[src/rtl/pwm3_pkg.sv]
// Shared constants for the three-phase PWM timing core.
// Assumes a fixed three-phase arrangement and a 3-bit register address space.
package pwm3_pkg;
    localparam int N_PHASE = 3;
    localparam int AW      = 3;

    localparam logic [AW-1:0] ADDR_PERIOD = 3'd0;
    localparam logic [AW-1:0] ADDR_DEAD   = 3'd1;
    localparam logic [AW-1:0] ADDR_MINON  = 3'd2;
    localparam logic [AW-1:0] ADDR_SYNCW  = 3'd3;
    localparam logic [AW-1:0] ADDR_MODE   = 3'd4;
    localparam logic [AW-1:0] ADDR_DUTY0  = 3'd5;
endpackage

[src/rtl/pwm3_regbank.sv]
// Register file plus shadow copies for the PWM core.
// The live registers take writes at once. The shadows of period, mode and
// duties load on start_evt; the duties load again on mid_evt when the shadow
// mode is double update. Assumes start_evt and mid_evt never coincide.
module pwm3_regbank
    import pwm3_pkg::*;
#(
    parameter int CW = 16
) (
    input  logic                          clk,
    input  logic                          rst_n,
    input  logic                          wr_en,
    input  logic [AW-1:0]                 wr_addr,
    input  logic [CW-1:0]                 wr_data,
    input  logic                          start_evt,
    input  logic                          mid_evt,
    output logic [CW-1:0]                 dead_r,
    output logic [CW-1:0]                 minon_r,
    output logic [CW-1:0]                 syncw_r,
    output logic [CW-1:0]                 period_sh,
    output logic                          dbl_sh,
    output logic [N_PHASE-1:0][CW-1:0]    duty_sh
);
    logic [CW-1:0]              period_r;
    logic                       dbl_r;
    logic [N_PHASE-1:0][CW-1:0] duty_r;

    // Live scalar registers written through the port.
    always_ff @(posedge clk) begin
        if (!rst_n) begin
            period_r <= '0;
            dead_r   <= '0;
            minon_r  <= '0;
            syncw_r  <= '0;
            dbl_r    <= 1'b0;
        end else if (wr_en) begin
            case (wr_addr)
                ADDR_PERIOD: period_r <= wr_data;
                ADDR_DEAD:   dead_r   <= wr_data;
                ADDR_MINON:  minon_r  <= wr_data;
                ADDR_SYNCW:  syncw_r  <= wr_data;
                ADDR_MODE:   dbl_r    <= wr_data[0];
                default:     ;
            endcase
        end
    end

    // Period and mode shadows follow the live values at each period start.
    always_ff @(posedge clk) begin
        if (!rst_n) begin
            period_sh <= '0;
            dbl_sh    <= 1'b0;
        end else if (start_evt) begin
            period_sh <= period_r;
            dbl_sh    <= dbl_r;
        end
    end

    for (genvar i = 0; i < N_PHASE; i++) begin : g_duty
        localparam logic [AW-1:0] MY_ADDR = ADDR_DUTY0 + AW'(i);

        // Live duty register of one phase.
        always_ff @(posedge clk) begin
            if (!rst_n)
                duty_r[i] <= '0;
            else if (wr_en && wr_addr == MY_ADDR)
                duty_r[i] <= wr_data;
        end

        // Duty shadow loads at the start, and at the midpoint in double mode.
        always_ff @(posedge clk) begin
            if (!rst_n)
                duty_sh[i] <= '0;
            else if (start_evt || (mid_evt && dbl_sh))
                duty_sh[i] <= duty_r[i];
        end
    end
endmodule

[src/rtl/pwm3_timebase.sv]
// Triangle position counter, half flag and converter sync strobe.
// The position rises 0..P-1, holds for one step while the half flag turns,
// and falls back to 0. Reset leaves the flag in the second half at position 0,
// so the first clock after reset is a period start. Assumes period_sh is
// updated only on start_evt.
module pwm3_timebase #(
    parameter int CW = 16
) (
    input  logic          clk,
    input  logic          rst_n,
    input  logic [CW-1:0] period_sh,
    input  logic          dbl_sh,
    input  logic [CW-1:0] syncw_r,
    output logic [CW-1:0] pos,
    output logic [CW-1:0] p_eff,
    output logic          second_half,
    output logic          start_evt,
    output logic          mid_evt,
    output logic          sync_out
);
    localparam logic [CW-1:0] ONE = CW'(1);

    logic [CW-1:0] last_pos;
    logic [CW-1:0] sync_left;
    logic [CW-1:0] sync_len;

    // Effective period and turning point; zero acts as one.
    always_comb begin
        p_eff     = (period_sh == '0) ? ONE : period_sh;
        last_pos  = p_eff - ONE;
        start_evt = second_half && (pos == '0);
        mid_evt   = !second_half && (pos >= last_pos);
        sync_len  = (syncw_r == '0) ? ONE : syncw_r;
    end

    // Advance the triangle position and the half flag.
    always_ff @(posedge clk) begin
        if (!rst_n) begin
            pos         <= '0;
            second_half <= 1'b1;
        end else if (second_half) begin
            if (pos == '0)
                second_half <= 1'b0;
            else
                pos <= pos - ONE;
        end else begin
            if (pos >= last_pos)
                second_half <= 1'b1;
            else
                pos <= pos + ONE;
        end
    end

    // Count down the remaining sync width, reloaded at each sync point.
    always_ff @(posedge clk) begin
        if (!rst_n)
            sync_left <= '0;
        else if (start_evt || (mid_evt && dbl_sh))
            sync_left <= sync_len;
        else if (sync_left != '0)
            sync_left <= sync_left - ONE;
    end

    assign sync_out = (sync_left != '0);
endmodule

[src/rtl/pwm3_phase.sv]
// One phase: duty compare, minimum on-time filter and dead band.
// The raw high side is demanded when pos + min(duty, p_eff) >= p_eff, and the
// raw low side otherwise; a side whose on-time per half is below the minimum
// is not demanded at all. Each side then waits dead clocks before rising.
// Outputs are registered, one clock behind the position.
module pwm3_phase #(
    parameter int CW = 16
) (
    input  logic          clk,
    input  logic          rst_n,
    input  logic [CW-1:0] pos,
    input  logic [CW-1:0] p_eff,
    input  logic [CW-1:0] duty,
    input  logic [CW-1:0] minon,
    input  logic [CW-1:0] dead,
    output logic          drv_hi,
    output logic          drv_lo
);
    localparam int SIDES = 2;

    logic [CW-1:0]    on_time;
    logic [CW-1:0]    off_time;
    logic [CW:0]      reach;
    logic             in_on;
    logic [SIDES-1:0] raw;
    logic [SIDES-1:0] drv;

    // Clamp duty, find the on window and apply the minimum on-time filter.
    always_comb begin
        on_time  = (duty > p_eff) ? p_eff : duty;
        off_time = p_eff - on_time;
        reach    = {1'b0, pos} + {1'b0, on_time};
        in_on    = reach >= {1'b0, p_eff};
        raw[0]   = in_on && (on_time >= minon);
        raw[1]   = !in_on && (off_time >= minon);
    end

    for (genvar s = 0; s < SIDES; s++) begin : g_side
        logic [CW-1:0] held;

        // Count consecutive clocks of raw demand, saturating.
        always_ff @(posedge clk) begin
            if (!rst_n || !raw[s])
                held <= '0;
            else if (held != '1)
                held <= held + CW'(1);
        end

        // Drive once the demand has already held for the dead time.
        always_ff @(posedge clk) begin
            if (!rst_n)
                drv[s] <= 1'b0;
            else
                drv[s] <= raw[s] && (held >= dead);
        end
    end

    assign drv_hi = drv[0];
    assign drv_lo = drv[1];
endmodule

[src/rtl/pwm3_core.sv]
// Top of the three-phase centre-aligned PWM timing core.
// Ties the register bank, the triangle time base and three phase slices.
// Assumes a downstream stage handles enables, swapping and shutdown.
module pwm3_core
    import pwm3_pkg::*;
#(
    parameter int CW = 16
) (
    input  logic               clk,
    input  logic               rst_n,
    input  logic               wr_en,
    input  logic [AW-1:0]      wr_addr,
    input  logic [CW-1:0]      wr_data,
    output logic [N_PHASE-1:0] pwm_hi,
    output logic [N_PHASE-1:0] pwm_lo,
    output logic               conv_sync,
    output logic               second_half
);
    logic [CW-1:0]              dead_r;
    logic [CW-1:0]              minon_r;
    logic [CW-1:0]              syncw_r;
    logic [CW-1:0]              period_sh;
    logic                       dbl_sh;
    logic [N_PHASE-1:0][CW-1:0] duty_sh;
    logic [CW-1:0]              pos;
    logic [CW-1:0]              p_eff;
    logic                       start_evt;
    logic                       mid_evt;

    pwm3_regbank #(.CW(CW)) u_regs (
        .clk       (clk),
        .rst_n     (rst_n),
        .wr_en     (wr_en),
        .wr_addr   (wr_addr),
        .wr_data   (wr_data),
        .start_evt (start_evt),
        .mid_evt   (mid_evt),
        .dead_r    (dead_r),
        .minon_r   (minon_r),
        .syncw_r   (syncw_r),
        .period_sh (period_sh),
        .dbl_sh    (dbl_sh),
        .duty_sh   (duty_sh)
    );

    pwm3_timebase #(.CW(CW)) u_tb (
        .clk         (clk),
        .rst_n       (rst_n),
        .period_sh   (period_sh),
        .dbl_sh      (dbl_sh),
        .syncw_r     (syncw_r),
        .pos         (pos),
        .p_eff       (p_eff),
        .second_half (second_half),
        .start_evt   (start_evt),
        .mid_evt     (mid_evt),
        .sync_out    (conv_sync)
    );

    for (genvar i = 0; i < N_PHASE; i++) begin : g_ph
        pwm3_phase #(.CW(CW)) u_phase (
            .clk    (clk),
            .rst_n  (rst_n),
            .pos    (pos),
            .p_eff  (p_eff),
            .duty   (duty_sh[i]),
            .minon  (minon_r),
            .dead   (dead_r),
            .drv_hi (pwm_hi[i]),
            .drv_lo (pwm_lo[i])
        );
    end
endmodule

[config.mk]
export PLATFORM = sky130hd
export DESIGN_NAME = pwm3_core
export DESIGN_NICKNAME = d
export VERILOG_FILES = /design/src/rtl/pwm3_pkg.sv /design/src/rtl/pwm3_regbank.sv /design/src/rtl/pwm3_timebase.sv /design/src/rtl/pwm3_phase.sv /design/src/rtl/pwm3_core.sv
export SDC_FILE = /design/constraint.sdc
export NUM_CORES = 1
export LEC_CHECK = 0
export BUFFER_PORTS_ARGS = -buffer_cell sky130_fd_sc_hd__buf_2
export CAP_MARGIN = 20
export CORE_MARGIN = 10
export CORE_UTILIZATION = 50
export DETAILED_ROUTE_END_ITERATION = 6
export PLACE_DENSITY = 0.71
export SYNTH_ARGS = -nofsm -noshare
export SYNTH_HDL_FRONTEND = slang
export SYNTH_HIERARCHICAL = 1
export SYNTH_SLANG_ARGS = --single-unit
[constraint.sdc]
create_clock -name clk -period 11.3 [get_ports clk]
set_input_delay 0.565 -clock clk [delete_from_list [all_inputs] [get_ports clk]]
set_output_delay 0.565 -clock clk [all_outputs]
set_load 0.01 [all_outputs]
# == Word-level counts from Yosys, hierarchy flattened ==
# Index checks and enable logic that the tools add are counted.
# classes
addsub,16
order_cmp,19
n_eq_ne,15
muxes,13
reduce_logical,48
# ops
op,count
greater-or-equal comparator 16 bit,13
2-to-1 mux 16 bit,10
adder 16 x 1 -> 16 bit (second input constant),7
inequality test 16 bit (second input constant),6
adder 16 x 16 -> 17 bit,3
greater-or-equal comparator 17 x 16 -> 1 bit,3
> comparator 16 bit,3
zero test 16 bit,3
subtractor 16 x 1 -> 16 bit (second input constant),3
subtractor 16 bit,3
logical AND 1 bit,18
nonzero test 16 bit,1
== test 3 bit (second input constant),4
AND reduction 2 bit,6
zero test 1 bit,11
logical OR 1 bit,7
== test 3 x 2 -> 1 bit (second input constant),2
== test 3 x 1 -> 1 bit (second input constant),1
zero test 3 bit,1
2-to-1 mux 1 bit,3
inequality test 2 x 1 -> 1 bit (second input constant),1
inequality test 2 bit (second input constant),1
nonzero test 2 bit,1
# word_totals
reg_bits,313
in_bits,22
out_inout_bits,8
word_cells,139

# == Longest topological paths before layout ==
# depth
word_depth,10
depth_mapped,33
depth_no_buf,31

# == Hierarchy ==
# Netlist, hierarchy kept.
# modules_own_cells
module,instances,cells_each,area_per_inst_um2,seq_area_each_um2
pwm3_regbank,1,601,6406.1,3563.4
pwm3_phase at g_ph[1].u_phase,1,667,5435.2,680.7
pwm3_phase at g_ph[0].u_phase,1,672,5372.7,680.7
pwm3_phase at g_ph[2].u_phase,1,652,5143.7,680.7
pwm3_timebase,1,380,2984.1,660.6

# == Worst setup path before layout ==
# Ideal clock, no wire load.
# synth_path
kind,flip-flop to flip-flop
startpoint,register u_regs.period_sh[10]
endpoint,register g_ph[0].u_phase.g_side[1].held[10]
setup_ps,73
t_arrival_ps,6476
required_time_ps,11227
slack_ps,4751
path_stages_with_launch,31
n_path_buf,3
cell_sequence,dfxtp_1 -> or4_4 -> nor3_2 -> or3b_1 -> nor2_1 -> a31oi_1 -> inv_1 -> ha_1 -> nand4_1 -> nor4_1 -> a31oi_2 -> buf_6 -> nor2_1 -> a21o_1 -> ha_1 -> fa_1 -> a21o_1 -> a311oi_2 -> nor3_2 -> nor3_1 -> o21bai_1 -> xnor2_1 -> ha_1 -> a21oi_1 -> nor2b_1 -> a2111oi_0 -> o31ai_1 -> or3_1 -> buf_6 -> buf_12 -> nor3_2
# synth_between
elab_chain_cells,10
# synth_rtl
item,line_no,rtl
"start, declared",pwm3_regbank.sv:20,"output logic [CW-1:0] period_sh,"
"start signal, assigned",pwm3_regbank.sv:54,period_sh <= period_r;
zero test 16 bit (*),pwm3_timebase.sv:29,p_eff = (period_sh == '0) ? ONE : period_sh;
2-to-1 mux 16 bit (*),pwm3_timebase.sv:29,
named net p_eff[0],pwm3_core.sv:26,logic [CW-1:0] p_eff;
> comparator 16 bit,pwm3_phase.sv:30,on_time = (duty > p_eff) ? p_eff : duty;
2-to-1 mux 16 bit,pwm3_phase.sv:30,
adder 16 x 16 -> 17 bit,pwm3_phase.sv:32,"reach = {1'b0, pos} + {1'b0, on_time};"
greater-or-equal comparator 17 x 16 -> 1 bit,pwm3_phase.sv:33,"in_on = reach >= {1'b0, p_eff};"
zero test 1 bit,pwm3_phase.sv:35,raw[1] = !in_on && (off_time >= minon);
logical AND 1 bit (*),pwm3_phase.sv:35,
zero test 1 bit (*),pwm3_phase.sv:43,if (!rst_n || !raw[s])
logical OR 1 bit (*),pwm3_phase.sv:43,
"end signal, assigned",pwm3_phase.sv:46,held <= held + CW'(1);
"end, declared",pwm3_phase.sv:39,logic [CW-1:0] held;
# Mark *: on every way through the listed nets, which the timed path passes. The rest lies on a longest branch.
# A chain may end at the register's enable or synchronous reset.

# == Worst setup path in the final report ==
# layout_path
startpoint,register u_regs.period_sh[12]
endpoint,register g_ph[1].u_phase.g_side[1].held[12]
# layout_between
elab_chain_cells,10
# layout_rtl
item,line_no
zero test 16 bit (*),pwm3_timebase.sv:29
2-to-1 mux 16 bit (*),pwm3_timebase.sv:29
named net p_eff[0],pwm3_core.sv:26
> comparator 16 bit,pwm3_phase.sv:30
2-to-1 mux 16 bit,pwm3_phase.sv:30
adder 16 x 16 -> 17 bit,pwm3_phase.sv:32
greater-or-equal comparator 17 x 16 -> 1 bit,pwm3_phase.sv:33
zero test 1 bit,pwm3_phase.sv:35
logical AND 1 bit (*),pwm3_phase.sv:35
zero test 1 bit (*),pwm3_phase.sv:43
logical OR 1 bit (*),pwm3_phase.sv:43
"end signal, assigned",pwm3_phase.sv:46
"end, declared",pwm3_phase.sv:39
# Marks and branches as above.

==> run summary <==
The tools report the setup clock skew after layout as 0.0200 ns. The worst reg-to-reg setup slack is 2.90 ns, and the normalized max-slew margin is 0.211. The netlist area before placement is 25,300 um^2.

The flow ran to the end, and the final reports show no timing, DRC or antenna violations. For the pin with the worst max-slew slack, the measured transition is 1.18 ns. The number of iterations in the first detailed-routing pass was 5; the sequential group share of total power was 0.333. The final critical-path share of the clock period works out to 0.743. Setup repair after global routing left no endpoint under its margin. Measured in cells, the most critical reg-to-reg path has a length of 29.

Input and output buffers added on the ports amount to 29. Each instance of the synthesized netlist takes up on average 8.53 um^2. The tools report the endpoint of the most critical register-to-register path as g_ph[1].u_phase/g_side[1].held[12].

Buffers added to address setup during post-CTS repair amount to 0. Fraction of power spent switching nets: 0.377. Start-to-end type of the worst setup path: reg2reg. TritonCTS built the clock tree. The routed layout has 21,900 vias.

The most used flip-flop cell after synthesis is sky130_fd_sc_hd__dfxtp_1. The initial core utilization is 0.505, and the worst stage delay on the critical path is 1.02 ns. The number of nets in the finished design is 3,426. The synthesis-to-finish area growth was 8.15%; the total count of max-transition violations in the final report was 0. TritonCTS created 37 clock buffers. The tools report the end of the worst hold path as u_tb/second_half. The die height is 245 um. The first global-routing pass estimated 115,000 um of wire. The worst register-to-register path begins at u_regs/period_sh[12].

The netlist uses 97 different library cells. The core footprint was 50,200 um^2. The clock-pin transition on the worst setup and hold timing paths was 0.06 ns; the final critical delay including setup and external delays was 8.40 ns.

Yosys mapped a number of flops with a built-in enable equal to 0. Data on the critical path arrives at its endpoint at 8.85 ns. The logs give 180 uV for the worst vdd rail ir drop and 0 for the number of endpoints failing setup at the final stage.

After the first detailed-routing iteration, the DRC count stood at 1,733. Post-layout instance area: 27,400 um^2. For the final number of hold-violating endpoints, the log shows 0.

The DRC violation count after routing was 0. For this block, wires on met1 add up to 31,900 um. After detailed routing, the met3 layer carries 4080 um of wire. Before CTS, the worst setup slack after placement is 2.99 ns. The highest achievable clock rate is 119 MHz, and the number of storage elements in the synthesis netlist is 313. The detailed-routed wire length on met2 came out at 34,300 um.

The logs give 0.361 for the share of power burned in combinational logic and 0.959 for the last weighted congestion value of the routability-driven placer. Critical path capture point type: a flop. Measured along the x axis, the die boundary spans 245 um. Summed over all nets, the half-perimeter wirelength after detailed placement is 54,900 um. Routed length per placed instance: 19.9 um. The startpoint of the most critical hold path is rst_n.

For the internal power component, the log shows 2510 uW. The analysis attributes to cell leakage a power of 0.0125 uW. 0 antenna diodes ended up in the layout. In this run the clock root is driven by a sky130_fd_sc_hd__clkbuf_16. The H-tree depth reported by CTS is 2. The layout has 4,586 filler cells. Synthesis produced a netlist with a net count of 3,420.

The logs give 11.76 ns for the required time reported for the critical path endpoint and 30 for the number of top-level pins. The tools report the total negative setup slack as 0 ns. Class of the tightest hold or removal check: in2reg. Sequential-to-total area share from yosys stat: 0.247. The number of global-route vias before repair came out at 21,300. For this run, the number of Yosys warnings is 6.

In this run the core area contains 82 standard-cell rows. In this run the power spent charging and discharging nets is 1520 uW. The layout cell share with drive strength beyond 1 came out at 0.0795.

The clock insertion delay at the later pin of the skew report is 0.56 ns, and the peak fanout along the critical path is 17. Max-cap violations in this run came to 0. Clock power share: 0.306. The run gives 60,100 um^2 as the total die area. Highest metal layer with signal wires: met4.

The logs give 0 for the total congestion overflow and 0 for the initial antenna violation count. The largest individual stage delay along the critical path comes from the cell sky130_fd_sc_hd__o41ai_1. Across all setup checks in the final design, the least slack found is 2.90 ns.

For the final routed wirelength across all metal layers, the log shows 73,100 um. The power density relative to cell area works out to 147 nW/um^2. The async set-or-reset flop fraction in the synthesized netlist was 0; the placed instance area was 26,100 um^2. Counting every sink on the clock net gives 313. The post-synthesis instance total was 2,972; the count of antenna-violating nets left after detailed routing was 0.

The clock passes through at most 3 buffers. The run gives 93 as the maximum number of pins on one net before global-route repair. The worst hold path passes through 2 cells.

STA classifies the critical path startpoint as a flop. The run gives 0 as the total of hold buffers inserted after clock tree synthesis. Global-route total usage across every layer: 0.236.

After detailed routing, the number of vias per cell comes to 5.94. Number of gates resized after CTS: 0.
==> state kept, by name, summed over array words and instances (netlist names), 3 cells and up <==
| signal | flops |
|---|---|
| g_ph.u_phase/drv_hi | 3 |
| g_ph.u_phase/drv_lo | 3 |
| g_ph.u_phase/g_side.held | 96 |
| u_regs/dead_r | 16 |
| u_regs/duty_r | 48 |
| u_regs/duty_sh | 48 |
| u_regs/minon_r | 16 |
| u_regs/period_r | 16 |
| u_regs/period_sh | 16 |
| u_regs/syncw_r | 16 |
| u_tb/pos | 16 |
| u_tb/sync_left | 16 |
==> metal layers <==
metal	vias to the layer above	GRT usage
met3	159	0.0244
met1	10400	0.301
met2	631	0.403
met4	0	0.0910
li1	10700	-
met5	-	0
==> stage by stage <==
stage               hold slack, ns   util  power [uW]  instances
detailed placement           0.458  0.520        2790       3607
finish                       0.440  0.546        4030       3678
global route                 0.453  0.546        4270       3678
floorplan                    0.434      -        2430       2972
global placement             0.446  0.520        2730       3605
CTS                          0.422  0.545        4030       3674
==> power by group through the flow <==
stage | Sequential (uW) | Combinational (uW) | Clock (uW)
global route | 1340 | 1630 | 1300
floorplan | 1280 | 1160 | 0
detailed placement | 1360 | 1430 | 0
CTS | 1340 | 1440 | 1250
global placement | 1360 | 1380 | 0
finish | 1340 | 1450 | 1240
==> worst max path at each step <==
| stage | start | to | slack, ns | depth (start not counted) |
|---|---|---|---|---|
| 6_report | u_regs/period_sh[12] | g_ph[1].u_phase/g_side[1].held[12] | 2.90 | 29 |
| 5_1_grt | u_regs/period_sh[12] | g_ph[1].u_phase/g_side[1].held[12] | 2.50 | 29 |
| 4_1_cts | u_regs/period_sh[12] | g_ph[0].u_phase/g_side[1].held[13] | 2.93 | 23 |
| 3_5_place_dp | u_regs/period_sh[12] | g_ph[0].u_phase/g_side[1].held[13] | 2.99 | 23 |
| 3_3_place_gp | u_regs/period_sh[12] | g_ph[0].u_phase/g_side[1].held[13] | 3.21 | 23 |
| 2_1_floorplan | u_regs/period_sh[10] | g_ph[0].u_phase/g_side[1].held[10] | 4.75 | 30 |
==> synth_stat cells, types with 17 or more instances <==
cell | count | area (um^2)
sky130_fd_sc_hd__o21a_1 | 17 | 128
sky130_fd_sc_hd__nand2_1 | 298 | 1120
sky130_fd_sc_hd__a21o_1 | 67 | 503
sky130_fd_sc_hd__o21ai_0 | 99 | 495
sky130_fd_sc_hd__nand2b_1 | 20 | 125
sky130_fd_sc_hd__o211ai_1 | 19 | 143
sky130_fd_sc_hd__ha_1 | 419 | 5240
sky130_fd_sc_hd__dfxtp_1 | 313 | 6270
sky130_fd_sc_hd__a31oi_1 | 19 | 119
sky130_fd_sc_hd__nor2_1 | 196 | 736
sky130_fd_sc_hd__mux2_2 | 42 | 473
sky130_fd_sc_hd__nand3_1 | 85 | 425
sky130_fd_sc_hd__buf_2 | 25 | 125
sky130_fd_sc_hd__inv_2 | 18 | 67.6
sky130_fd_sc_hd__xnor2_1 | 99 | 867
sky130_fd_sc_hd__and3_1 | 31 | 194
sky130_fd_sc_hd__clkbuf_1 | 48 | 180
sky130_fd_sc_hd__nor4_1 | 19 | 119
sky130_fd_sc_hd__mux2i_1 | 207 | 2070
sky130_fd_sc_hd__nor2b_1 | 46 | 288
sky130_fd_sc_hd__a21oi_1 | 189 | 946
sky130_fd_sc_hd__inv_1 | 223 | 837
sky130_fd_sc_hd__xor2_1 | 79 | 692
sky130_fd_sc_hd__nand4_1 | 68 | 425
sky130_fd_sc_hd__a211oi_1 | 41 | 308
sky130_fd_sc_hd__nor3_2 | 21 | 210
sky130_fd_sc_hd__nor3_1 | 51 | 255
==> area by class of cell <==
class	instances	area, um^2	share of cell area
Clock buffer	53	1070	0.0389
Clock inverter	14	183	0.00667
Inverter	241	905	0.0330
Multi-Input combinational cell	2326	17700	0.647
Sequential cell	313	6270	0.229
Tap cell	672	841	0.0307
Timing Repair Buffer	59	414	0.0151
==> worst max-delay path: cells and delay by family, from the launching register on <==
| family | cells | cell delay, ns |
|---|---|---|
| AO/OA/AOI/OAI | 14 | 4.02 |
| AND/OR/NAND/NOR | 8 | 1.60 |
| adder cells (fa/ha/maj) | 3 | 0.85 |
| flip-flops | 1 | 0.84 |
| multiplexers | 1 | 0.48 |
| buffers and inverters | 2 | 0.43 |
| XOR/XNOR | 1 | 0.09 |
==> cell families after synthesis <==
kind of cell	share of synthesized area
compound gates	0.144
xor+xnor	0.0615
fa+ha+maj	0.212
buf+inv	0.0549
flops	0.247
mux	0.103
simple gates	0.178
==> placed cells by master, fill, tap and decap left out, types with 9 or more instances in the layout <==
master / netlist / routed
sky130_fd_sc_hd__mux2i_1: 207 / 207
sky130_fd_sc_hd__buf_4: 6 / 24
sky130_fd_sc_hd__dfxtp_1: 313 / 313
sky130_fd_sc_hd__nor2b_1: 46 / 46
sky130_fd_sc_hd__a211oi_1: 41 / 41
sky130_fd_sc_hd__o21ai_1: 12 / 12
sky130_fd_sc_hd__ha_1: 419 / 419
sky130_fd_sc_hd__xnor2_1: 99 / 99
sky130_fd_sc_hd__and4_1: 11 / 11
sky130_fd_sc_hd__clkbuf_1: 48 / 9
sky130_fd_sc_hd__nor2_1: 196 / 196
sky130_fd_sc_hd__o21bai_1: 12 / 12
sky130_fd_sc_hd__xor2_1: 79 / 79
sky130_fd_sc_hd__o21a_1: 17 / 17
sky130_fd_sc_hd__nand2_1: 298 / 298
sky130_fd_sc_hd__and3_1: 31 / 31
sky130_fd_sc_hd__nor3_2: 21 / 21
sky130_fd_sc_hd__o211ai_1: 19 / 19
sky130_fd_sc_hd__nand2b_1: 20 / 20
sky130_fd_sc_hd__buf_2: 25 / 28
sky130_fd_sc_hd__mux2_2: 42 / 42
sky130_fd_sc_hd__a31oi_1: 19 / 18
sky130_fd_sc_hd__a21o_1: 67 / 67
sky130_fd_sc_hd__nand4_1: 68 / 68
sky130_fd_sc_hd__inv_2: 18 / 18
sky130_fd_sc_hd__clkbuf_16: 0 / 38
sky130_fd_sc_hd__a21oi_1: 189 / 188
sky130_fd_sc_hd__nor4_1: 19 / 19
sky130_fd_sc_hd__nor3_1: 51 / 51
sky130_fd_sc_hd__nand3_1: 85 / 85
sky130_fd_sc_hd__inv_1: 223 / 223
sky130_fd_sc_hd__o21ai_0: 99 / 99
Note: power is estimated with default switching activity, not from simulation.
